**src/rtl/i2cs_pkg.sv**
```systemverilog
package i2cs_pkg;
  typedef enum logic [3:0] {
    ST_IDLE,
    ST_DEVADDR,
    ST_ACKDEV,
    ST_SUBADDR,
    ST_ACKSUB,
    ST_WDATA,
    ST_ACKWR,
    ST_RDATA,
    ST_RACK
  } xfer_state_e;
endpackage

```
**src/rtl/i2cs_sync.sv**
```systemverilog
module i2cs_sync #(
  parameter int WIDTH = 2,
  parameter int STAGES = 2
) (
  input  logic             clk,
  input  logic             rst_n,
  input  logic [WIDTH-1:0] d,
  output logic [WIDTH-1:0] q
);
  for (genvar b = 0; b < WIDTH; b++) begin : g_bit
    logic [STAGES-1:0] chain;
    always_ff @(posedge clk or negedge rst_n) begin
      if (!rst_n) chain <= '1;
      else        chain <= {chain[STAGES-2:0], d[b]};
    end
    assign q[b] = chain[STAGES-1];
  end
endmodule

```
**src/rtl/i2cs_bus_events.sv**
```systemverilog
module i2cs_bus_events (
  input  logic clk,
  input  logic rst_n,
  input  logic scl_s,
  input  logic sda_s,
  output logic scl_rise,
  output logic scl_fall,
  output logic start_ev,
  output logic stop_ev
);
  logic scl_q, sda_q;

  always_ff @(posedge clk or negedge rst_n) begin
    if (!rst_n) begin
      scl_q <= 1'b1;
      sda_q <= 1'b1;
    end else begin
      scl_q <= scl_s;
      sda_q <= sda_s;
    end
  end

  assign scl_rise = scl_s & ~scl_q;
  assign scl_fall = ~scl_s & scl_q;
  assign start_ev = scl_s & scl_q & sda_q & ~sda_s;
  assign stop_ev  = scl_s & scl_q & ~sda_q & sda_s;
endmodule

```
**src/rtl/i2cs_regfile.sv**
```systemverilog
module i2cs_regfile #(
  parameter int NUM_REGS = 16,
  localparam int IDX_W = $clog2(NUM_REGS)
) (
  input  logic             clk,
  input  logic             rst_n,
  input  logic             we,
  input  logic [IDX_W-1:0] widx,
  input  logic [7:0]       wdata,
  input  logic [IDX_W-1:0] ridx_a,
  output logic [7:0]       rdata_a,
  input  logic [IDX_W-1:0] ridx_b,
  output logic [7:0]       rdata_b
);
  logic [7:0] mem [NUM_REGS];

  for (genvar g = 0; g < NUM_REGS; g++) begin : g_reg
    always_ff @(posedge clk or negedge rst_n) begin
      if (!rst_n)                          mem[g] <= 8'h00;
      else if (we && widx == IDX_W'(g))    mem[g] <= wdata;
    end
  end

  always_comb begin
    rdata_a = (32'(ridx_a) < NUM_REGS) ? mem[ridx_a] : 8'h00;
    rdata_b = (32'(ridx_b) < NUM_REGS) ? mem[ridx_b] : 8'h00;
  end
endmodule

```
**src/rtl/i2c_regbank_slave.sv**
```systemverilog
module i2c_regbank_slave
  import i2cs_pkg::*;
#(
  parameter int          NUM_REGS    = 16,
  parameter logic [6:0]  BASE_ADDR   = 7'h68,
  parameter int          SYNC_STAGES = 2,
  localparam int         IDX_W       = $clog2(NUM_REGS),
  localparam int         PTR_W       = $clog2(NUM_REGS + 1)
) (
  input  logic             clk,
  input  logic             rst_n,
  input  logic             scl_i,
  input  logic             sda_i,
  output logic             sda_oe,
  input  logic             addr_strap,
  input  logic [IDX_W-1:0] side_idx,
  output logic [7:0]       side_data
);
  localparam logic [PTR_W-1:0] PTR_END = PTR_W'(NUM_REGS);
  localparam logic [PTR_W-1:0] PTR_TOP = PTR_W'(NUM_REGS - 1);

  logic scl_s, sda_s;
  logic scl_rise, scl_fall, start_ev, stop_ev;

  i2cs_sync #(.WIDTH(2), .STAGES(SYNC_STAGES)) u_sync (
    .clk(clk), .rst_n(rst_n), .d({scl_i, sda_i}), .q({scl_s, sda_s})
  );

  i2cs_bus_events u_events (
    .clk(clk), .rst_n(rst_n), .scl_s(scl_s), .sda_s(sda_s),
    .scl_rise(scl_rise), .scl_fall(scl_fall),
    .start_ev(start_ev), .stop_ev(stop_ev)
  );

  xfer_state_e      state;
  logic [3:0]       bit_cnt;
  logic [7:0]       rx_sr;
  logic [7:0]       tx_sr;
  logic [PTR_W-1:0] ptr;
  logic             rw_q;
  logic             master_nack;

  logic [6:0]       dev_addr;
  logic             ptr_ok;
  logic [IDX_W-1:0] rd_idx;
  logic [7:0]       rd_bus;
  logic             wr_en;

  assign dev_addr = {BASE_ADDR[6:2], addr_strap, BASE_ADDR[0]};
  assign ptr_ok   = ptr < PTR_END;
  assign rd_idx   = ptr_ok ? ptr[IDX_W-1:0] : PTR_TOP[IDX_W-1:0];
  assign wr_en    = (state == ST_WDATA) && scl_fall && (bit_cnt == 4'd8) && ptr_ok;

  i2cs_regfile #(.NUM_REGS(NUM_REGS)) u_bank (
    .clk(clk), .rst_n(rst_n),
    .we(wr_en), .widx(ptr[IDX_W-1:0]), .wdata(rx_sr),
    .ridx_a(rd_idx), .rdata_a(rd_bus),
    .ridx_b(side_idx), .rdata_b(side_data)
  );

  always_ff @(posedge clk or negedge rst_n) begin
    if (!rst_n) begin
      state       <= ST_IDLE;
      bit_cnt     <= '0;
      rx_sr       <= '0;
      tx_sr       <= '0;
      ptr         <= '0;
      rw_q        <= 1'b0;
      master_nack <= 1'b0;
      sda_oe      <= 1'b0;
    end else if (stop_ev) begin
      state  <= ST_IDLE;
      sda_oe <= 1'b0;
    end else if (start_ev) begin
      state   <= ST_DEVADDR;
      bit_cnt <= '0;
      sda_oe  <= 1'b0;
    end else begin
      case (state)
        ST_DEVADDR, ST_SUBADDR, ST_WDATA: begin
          if (scl_rise) begin
            rx_sr   <= {rx_sr[6:0], sda_s};
            bit_cnt <= bit_cnt + 4'd1;
          end else if (scl_fall && bit_cnt == 4'd8) begin
            bit_cnt <= '0;
            if (state == ST_DEVADDR) begin
              if (rx_sr[7:1] == dev_addr) begin
                rw_q   <= rx_sr[0];
                state  <= ST_ACKDEV;
                sda_oe <= 1'b1;
              end else begin
                state <= ST_IDLE;
              end
            end else if (state == ST_SUBADDR) begin
              if (32'(rx_sr) < NUM_REGS) begin
                ptr    <= PTR_W'(rx_sr);
                state  <= ST_ACKSUB;
                sda_oe <= 1'b1;
              end else begin
                state <= ST_IDLE;
              end
            end else begin
              if (ptr_ok) begin
                ptr    <= ptr + 1'b1;
                state  <= ST_ACKWR;
                sda_oe <= 1'b1;
              end else begin
                state <= ST_IDLE;
              end
            end
          end
        end
        ST_ACKDEV: begin
          if (scl_fall) begin
            bit_cnt <= '0;
            if (rw_q) begin
              state  <= ST_RDATA;
              tx_sr  <= rd_bus;
              sda_oe <= ~rd_bus[7];
            end else begin
              state  <= ST_SUBADDR;
              sda_oe <= 1'b0;
            end
          end
        end
        ST_ACKSUB, ST_ACKWR: begin
          if (scl_fall) begin
            bit_cnt <= '0;
            state   <= ST_WDATA;
            sda_oe  <= 1'b0;
          end
        end
        ST_RDATA: begin
          if (scl_rise) begin
            bit_cnt <= bit_cnt + 4'd1;
          end else if (scl_fall) begin
            if (bit_cnt == 4'd8) begin
              sda_oe <= 1'b0;
              state  <= ST_RACK;
              if (ptr < PTR_TOP) ptr <= ptr + 1'b1;
            end else begin
              tx_sr  <= {tx_sr[6:0], 1'b0};
              sda_oe <= ~tx_sr[6];
            end
          end
        end
        ST_RACK: begin
          if (scl_rise) begin
            master_nack <= sda_s;
          end else if (scl_fall) begin
            bit_cnt <= '0;
            if (!master_nack) begin
              state  <= ST_RDATA;
              tx_sr  <= rd_bus;
              sda_oe <= ~rd_bus[7];
            end else begin
              state <= ST_IDLE;
            end
          end
        end
        default: ;
      endcase
    end
  end
endmodule

```
**config.mk**
```make
export PLATFORM = sky130hd
export DESIGN_NAME = i2c_regbank_slave
export DESIGN_NICKNAME = d
export VERILOG_FILES = /design/src/rtl/i2cs_pkg.sv /design/src/rtl/i2cs_sync.sv /design/src/rtl/i2cs_bus_events.sv /design/src/rtl/i2cs_regfile.sv /design/src/rtl/i2c_regbank_slave.sv
export SDC_FILE = /design/constraint.sdc
export NUM_CORES = 1
export LEC_CHECK = 0
export BUFFER_PORTS_ARGS = -buffer_cell sky130_fd_sc_hd__buf_2
export CORE_ASPECT_RATIO = 1.75
export CORE_MARGIN = 8
export CORE_UTILIZATION = 50
export CTS_BUF_LIST = sky130_fd_sc_hd__clkbuf_16
export CTS_CLUSTER_DIAMETER = 50
export DETAILED_ROUTE_END_ITERATION = 7
export PLACE_DENSITY = 0.77
export SYNTH_ARGS = -nofsm -noshare
export SYNTH_HDL_FRONTEND = slang
export SYNTH_SLANG_ARGS = --single-unit
export TNS_END_PERCENT = 30
```
**constraint.sdc**
```tcl
create_clock -name clk -period 2.36 [get_ports clk]
set_input_delay 0.236 -clock clk [delete_from_list [all_inputs] [get_ports clk]]
set_output_delay 0.236 -clock clk [all_outputs]
set_load 0.1 [all_outputs]
```
; ---- Word-level counts from Yosys, hierarchy flattened
; Cells that the tools add are included.
; Widths: inputs -> output; s select.
[op_classes]
bitwise = 18
div = 0
n_eq_ne = 56
mux = 72
reduce_logical = 36
shift = 0
order_cmp = 5
addsub = 2
multipliers = 0
[ops]
columns = operator, n
row1 = $mux 4, 20
row2 = $bmux 8 s4, 2
row3 = $mux 7, 8
row4 = $mux 5, 10
row5 = $ne 4x4->1 const B, 11
row6 = $eq 4x4->1 const B, 10
row7 = $eq 4x3->1 const B, 8
row8 = $mux 8, 4
row9 = $ne 2x2->1 const B, 13
row10 = $pmux 7 s3, 1
row11 = $logic_and 1x1->1, 20
row12 = $pmux 4 s5, 1
row13 = $mux 1, 18
row14 = $eq 4x2->1 const B, 4
row15 = $pmux 4 s4, 1
row16 = $reduce_and 13->1, 1
row17 = $mux 3, 4
row18 = $ne 3x3->1 const B, 4
row19 = $ne 6x6->1 const B, 2
row20 = $reduce_and 12->1, 1
row21 = $reduce_and 11->1, 1
row22 = $ge 5x5->1 const B, 2
row23 = $not 4->5, 2
row24 = $pmux 5 s2, 1
row25 = other kinds (23), 40
[totals]
ram_bits = 0
out_inout_bits = 9
regBits = 165
mem_count = 0
rom_bits = 0
latch_bits = 0
in_bits = 9
word_cells = 217

; ---- Depth between registers and ports, before layout
[logic_depth]
word_depth = 13
depth_mapped = 8
depth_no_buf = 7

; ---- Modules after synthesis
; A second synthesis with hierarchy kept.
[unflattened]
hier_cells = 677
hier_area_um2 = 9088.7
[by_module_without_submodules]
columns = module, seq_area_each_um2, instances, area_each_um2, cells_each
row1 = i2cs_regfile, 3203.1, 1, 6810.3, 434
row2 = i2c_regbank_slave, 775.7, 1, 2073.2, 231
row3 = i2cs_sync, 105.1, 1, 120.1, 6
row4 = i2cs_bus_events, 52.6, 1, 85.1, 6

; ---- Worst setup path before layout
; No wires, ideal clock.
[synth_path]
kind = input-to-output
startpoint = input side_idx[1]
endpoint = output side_data[5]
t_required_ns = 2.124
n_path_buf = 3
path_stages = 5
arrival_time_ns = 2.274
slack_ns = -0.150
path_cell_list = clkbuf_1 clkbuf_1 buf_1 mux4_2 mux4_2
[synth_via]
elab_chain_len = 4
[synth_lines]
columns = item, line_no
row1 = start: declaration, i2c_regbank_slave.sv:16  ; input logic [IDX_W-1:0] side_idx,
row2 = $not 4->5 (not written as such), i2cs_regfile.sv:26  ; rdata_b = (32'(ridx_b) < NUM_REGS) ? mem[ridx_b] : 8'h00;
row3 = $bmux 8 s4, i2cs_regfile.sv:26
row4 = $mux 8 (not written as such) (2 in series), i2cs_regfile.sv:26
row5 = end: declaration, i2c_regbank_slave.sv:17  ; output logic [7:0] side_data
; No other way between the ends. The select of a mux whose other input is x is not followed.

; ---- Worst setup path after layout
[layout_path]
startpoint = register u_bank.mem[81] (netlist name)
endpoint = output side_data[1]
[layout_via]
elab_chain_len = 3
[layout_lines]
columns = item, line_no
row1 = start: declaration, i2cs_regfile.sv:15  ; logic [7:0] mem [NUM_REGS];
row2 = start signal: indexed assignment, i2cs_regfile.sv:20  ; else if (we && widx == IDX_W'(g)) mem[g] <= wdata;
row3 = $bmux 8 s4, i2cs_regfile.sv:26
row4 = $mux 8 (not written as such) (2 in series), i2cs_regfile.sv:26
; No other way between the ends. The select of a mux whose other input is x is not followed.

==> metrics.txt <==
Port Buffer Count=17; max-cap viol count=0; Worst Path Required=2.12 ns; main area contributors after synthesis=dfrtp_1 43%, mux2_1 16%, mux4_2 13%; share of the synthesized area in the top cell type=0.4309; Async S/R FF share, synth=1.000; Final ANT Viol Nets=0; Setup violations, final=0; vias per inst=6.642; Avg WL per Cell=26.29 µm; Slew @ Worst Pin=0.7779 ns; Post-Layout Cell Count=1011; min-delay worst type=reg -> reg; DP Worst Slack=0.05833 ns; CORE AREA=0.01833 mm²; DRC viols=0; Net Sw Frac=0.3037; switching power=2.548 mW; CTS sink cnt=165; cell row count=66; Die Span Y=195.8 µm; layout cells sized above 1=0.2820; Max clock buf depth=2; n_diodes=0; dpl hpwl=18.67 mm; Worst EP arrival=2.09 ns; Crit Path Class=reg -> out; latest clock arrival within the worst-skew pair=0.44 ns; fin nets=775; Final Cycle Share=0.9872; Lkg Pwr=5.127 nW; Via Count=6715; Max-slew headroom=0.4814; I/O pin count=18; Peak VDD IR=0.0005286 V; clock power share=0.400; power consumption=8.389 mW; Core Util, Final=0.5861; most common cell in the netlist=dfrtp_1; Cells after Synth=722; crit-path max FO=3; Int Pwr=5.841 mW; Power per Cell Area=780.7 mW/mm²; GRT Residual Overflow=0; status=complete, no violations; Yosys cell types=77; Comb pwr share=0.225; die area=0.02324 mm²; max-slew violations=0; number of flops mapped to enable cells by yosys=0; Initial DRC Count=716; CTS clk-pin slew, worst paths=0.06 ns; H-tree levels=4; vias in the first global route=7203; CTS tree=built; Final GP Congestion=0.9770; die width=118.7 µm; crit path time final=2.330 ns; Fill cells=1439; Most used DFF post-synth=dfrtp_1; Starting Density=0.5037; Mapped Area=0.009234 mm²; synthesis-stage register bit count=165; f_max=429.2 MHz; Yosys warnings=0; register area share after synthesis=0.4480; setup TNS=0 ns; critical path launch point type=flip-flop; Setup WS post-layout=0.03032 ns; cell taking the most area after synthesis=dfrtp_1; TritonCTS buffer count=17; Worst Clk Skew=0.008714 ns; syn nets=737; power share of the sequential group=0.375; synthesized area per cell=12.79 µm²; largest net degree at the start of global routing=68; final hold viol count=0; synth cell count leaders=159 x dfrtp_1, 130 x mux2_1, 54 x mux4_2; Root Buffer Master=clkbuf_16; DRT Wirelength=26.58 mm; initial antenna violation count=0; first-pass GRT wire length=41.66 mm; gr usage total=0.2332; Placed Cells=972; P&R area growth vs syn=16.37%; Worst Setup End Kind=output pin; Pre-antenna DRT Iters=5
-- layout make-up --
type	instances	area (µm²)	area share
Timing Repair Buffer	79	674.4	0.06276
Clock buffer	17	425.4	0.03959
Clock inverter	15	285.3	0.02655
Tap cell	238	297.8	0.02771
Multi-Input combinational cell	484	4876	0.4538
Sequential cell	165	4138	0.3851
Inverter	13	48.80	0.004541
-- cell families after synthesis --
logic type	share of synthesized area
muxes	0.3341
and+or+nand+nor	0.08184
xor gates and xnor gates	0.0009487
DFF	0.4480
adders and majority gates	0.008130
AOI/OAI and AO/OA	0.09418
buffers and inverters	0.03279
-- metrics by stage --
stage               area (µm²)  hold WS, ns
finish                   10750       0.3554
global route             10750       0.3626
CTS                      10620       0.3565
detailed placement        9858       0.2885
global placement          9858       0.2725
floorplan                 9239     -0.05959
-- cells in the final DEF, fill, tap and decap left out, types with 9 or more instances in the layout --
| cell | count |
|---|---|
| buf_4 | 58 |
| nor2_1 | 23 |
| mux2_2 | 18 |
| mux2i_1 | 18 |
| o21ai_0 | 18 |
| clkbuf_16 | 17 |
| dfrtp_1 | 158 |
| nand2_1 | 31 |
| nand2b_1 | 11 |
| mux2_1 | 130 |
| inv_1 | 14 |
| a21oi_1 | 23 |
| a221oi_1 | 9 |
| mux4_2 | 54 |
| nand2_4 | 13 |
-- worst max-delay path, cell delays in order, from the launching register on --
cell     delay [ns]
dfrtp_1        0.42
mux4_2         0.50
mux4_2         0.49
buf_4          0.25
-- power by group through the flow --
| stage | Sequential (mW) | Combinational [mW] | Clock [mW] |
|---|---|---|---|
| 2_1_floorplan | 3.18 | 1.16 | 0 |
| 3_3_place_gp | 3.19 | 1.78 | 0 |
| 3_5_place_dp | 3.20 | 1.82 | 0 |
| 4_1_cts | 3.14 | 1.84 | 3.39 |
| 5_1_grt | 3.17 | 2.01 | 3.50 |
| 6_report | 3.15 | 1.88 | 3.36 |
-- worst paths after layout --
check | end | startpoint | depth (start not counted) | slack, ns
worst max-delay path | side_data[1] | u_bank.mem[81] | 3 | 0.03
worst max register to register | u_bank.mem[58] | ptr[3] | 4 | 0.04
max in group asynchronous | u_events.sda_q | rst_n | 3 | 1.25
worst min-delay path | u_sync.g_bit[0].chain[1] | u_sync.g_bit[0].chain[0] | 0 | 0.36
min in group asynchronous | u_bank.mem[36] | rst_n | 2 | 0.39
worst min register to register | u_sync.g_bit[0].chain[1] | u_sync.g_bit[0].chain[0] | 0 | 0.36
-- flip-flops by register name, summed over array words and instances, names as in the netlist --
register / count
u_bank.mem: 128
rx_sr: 8
tx_sr: 7
ptr: 5
bit_cnt: 4
state: 4
u_sync.g_bit.chain: 4
master_nack: 1
rw_q: 1
sda_oe: 1
u_events.scl_q: 1
u_events.sda_q: 1
-- per-layer routing --
layer | up-vias | track usage | share of wire
li1 | 2828 | - | -
met1 | 3406 | 0.2473 | 0.34
met2 | 370 | 0.4079 | 0.54
met3 | 111 | 0.04059 | 0.058
met4 | 0 | 0.1705 | 0.059
met5 | - | 0 | 0
-- what timing repair did --
item                                    in CTS  in global routing
hold buffers                                 3                  0
pin swaps                                    0                  2
setup buffers                                0                  4
endpoints found under the hold margin       62                  0
gates resized for setup                      8                 25
endpoints found under the setup margin       8                130
Note: power is estimated with default switching activity, not from simulation.
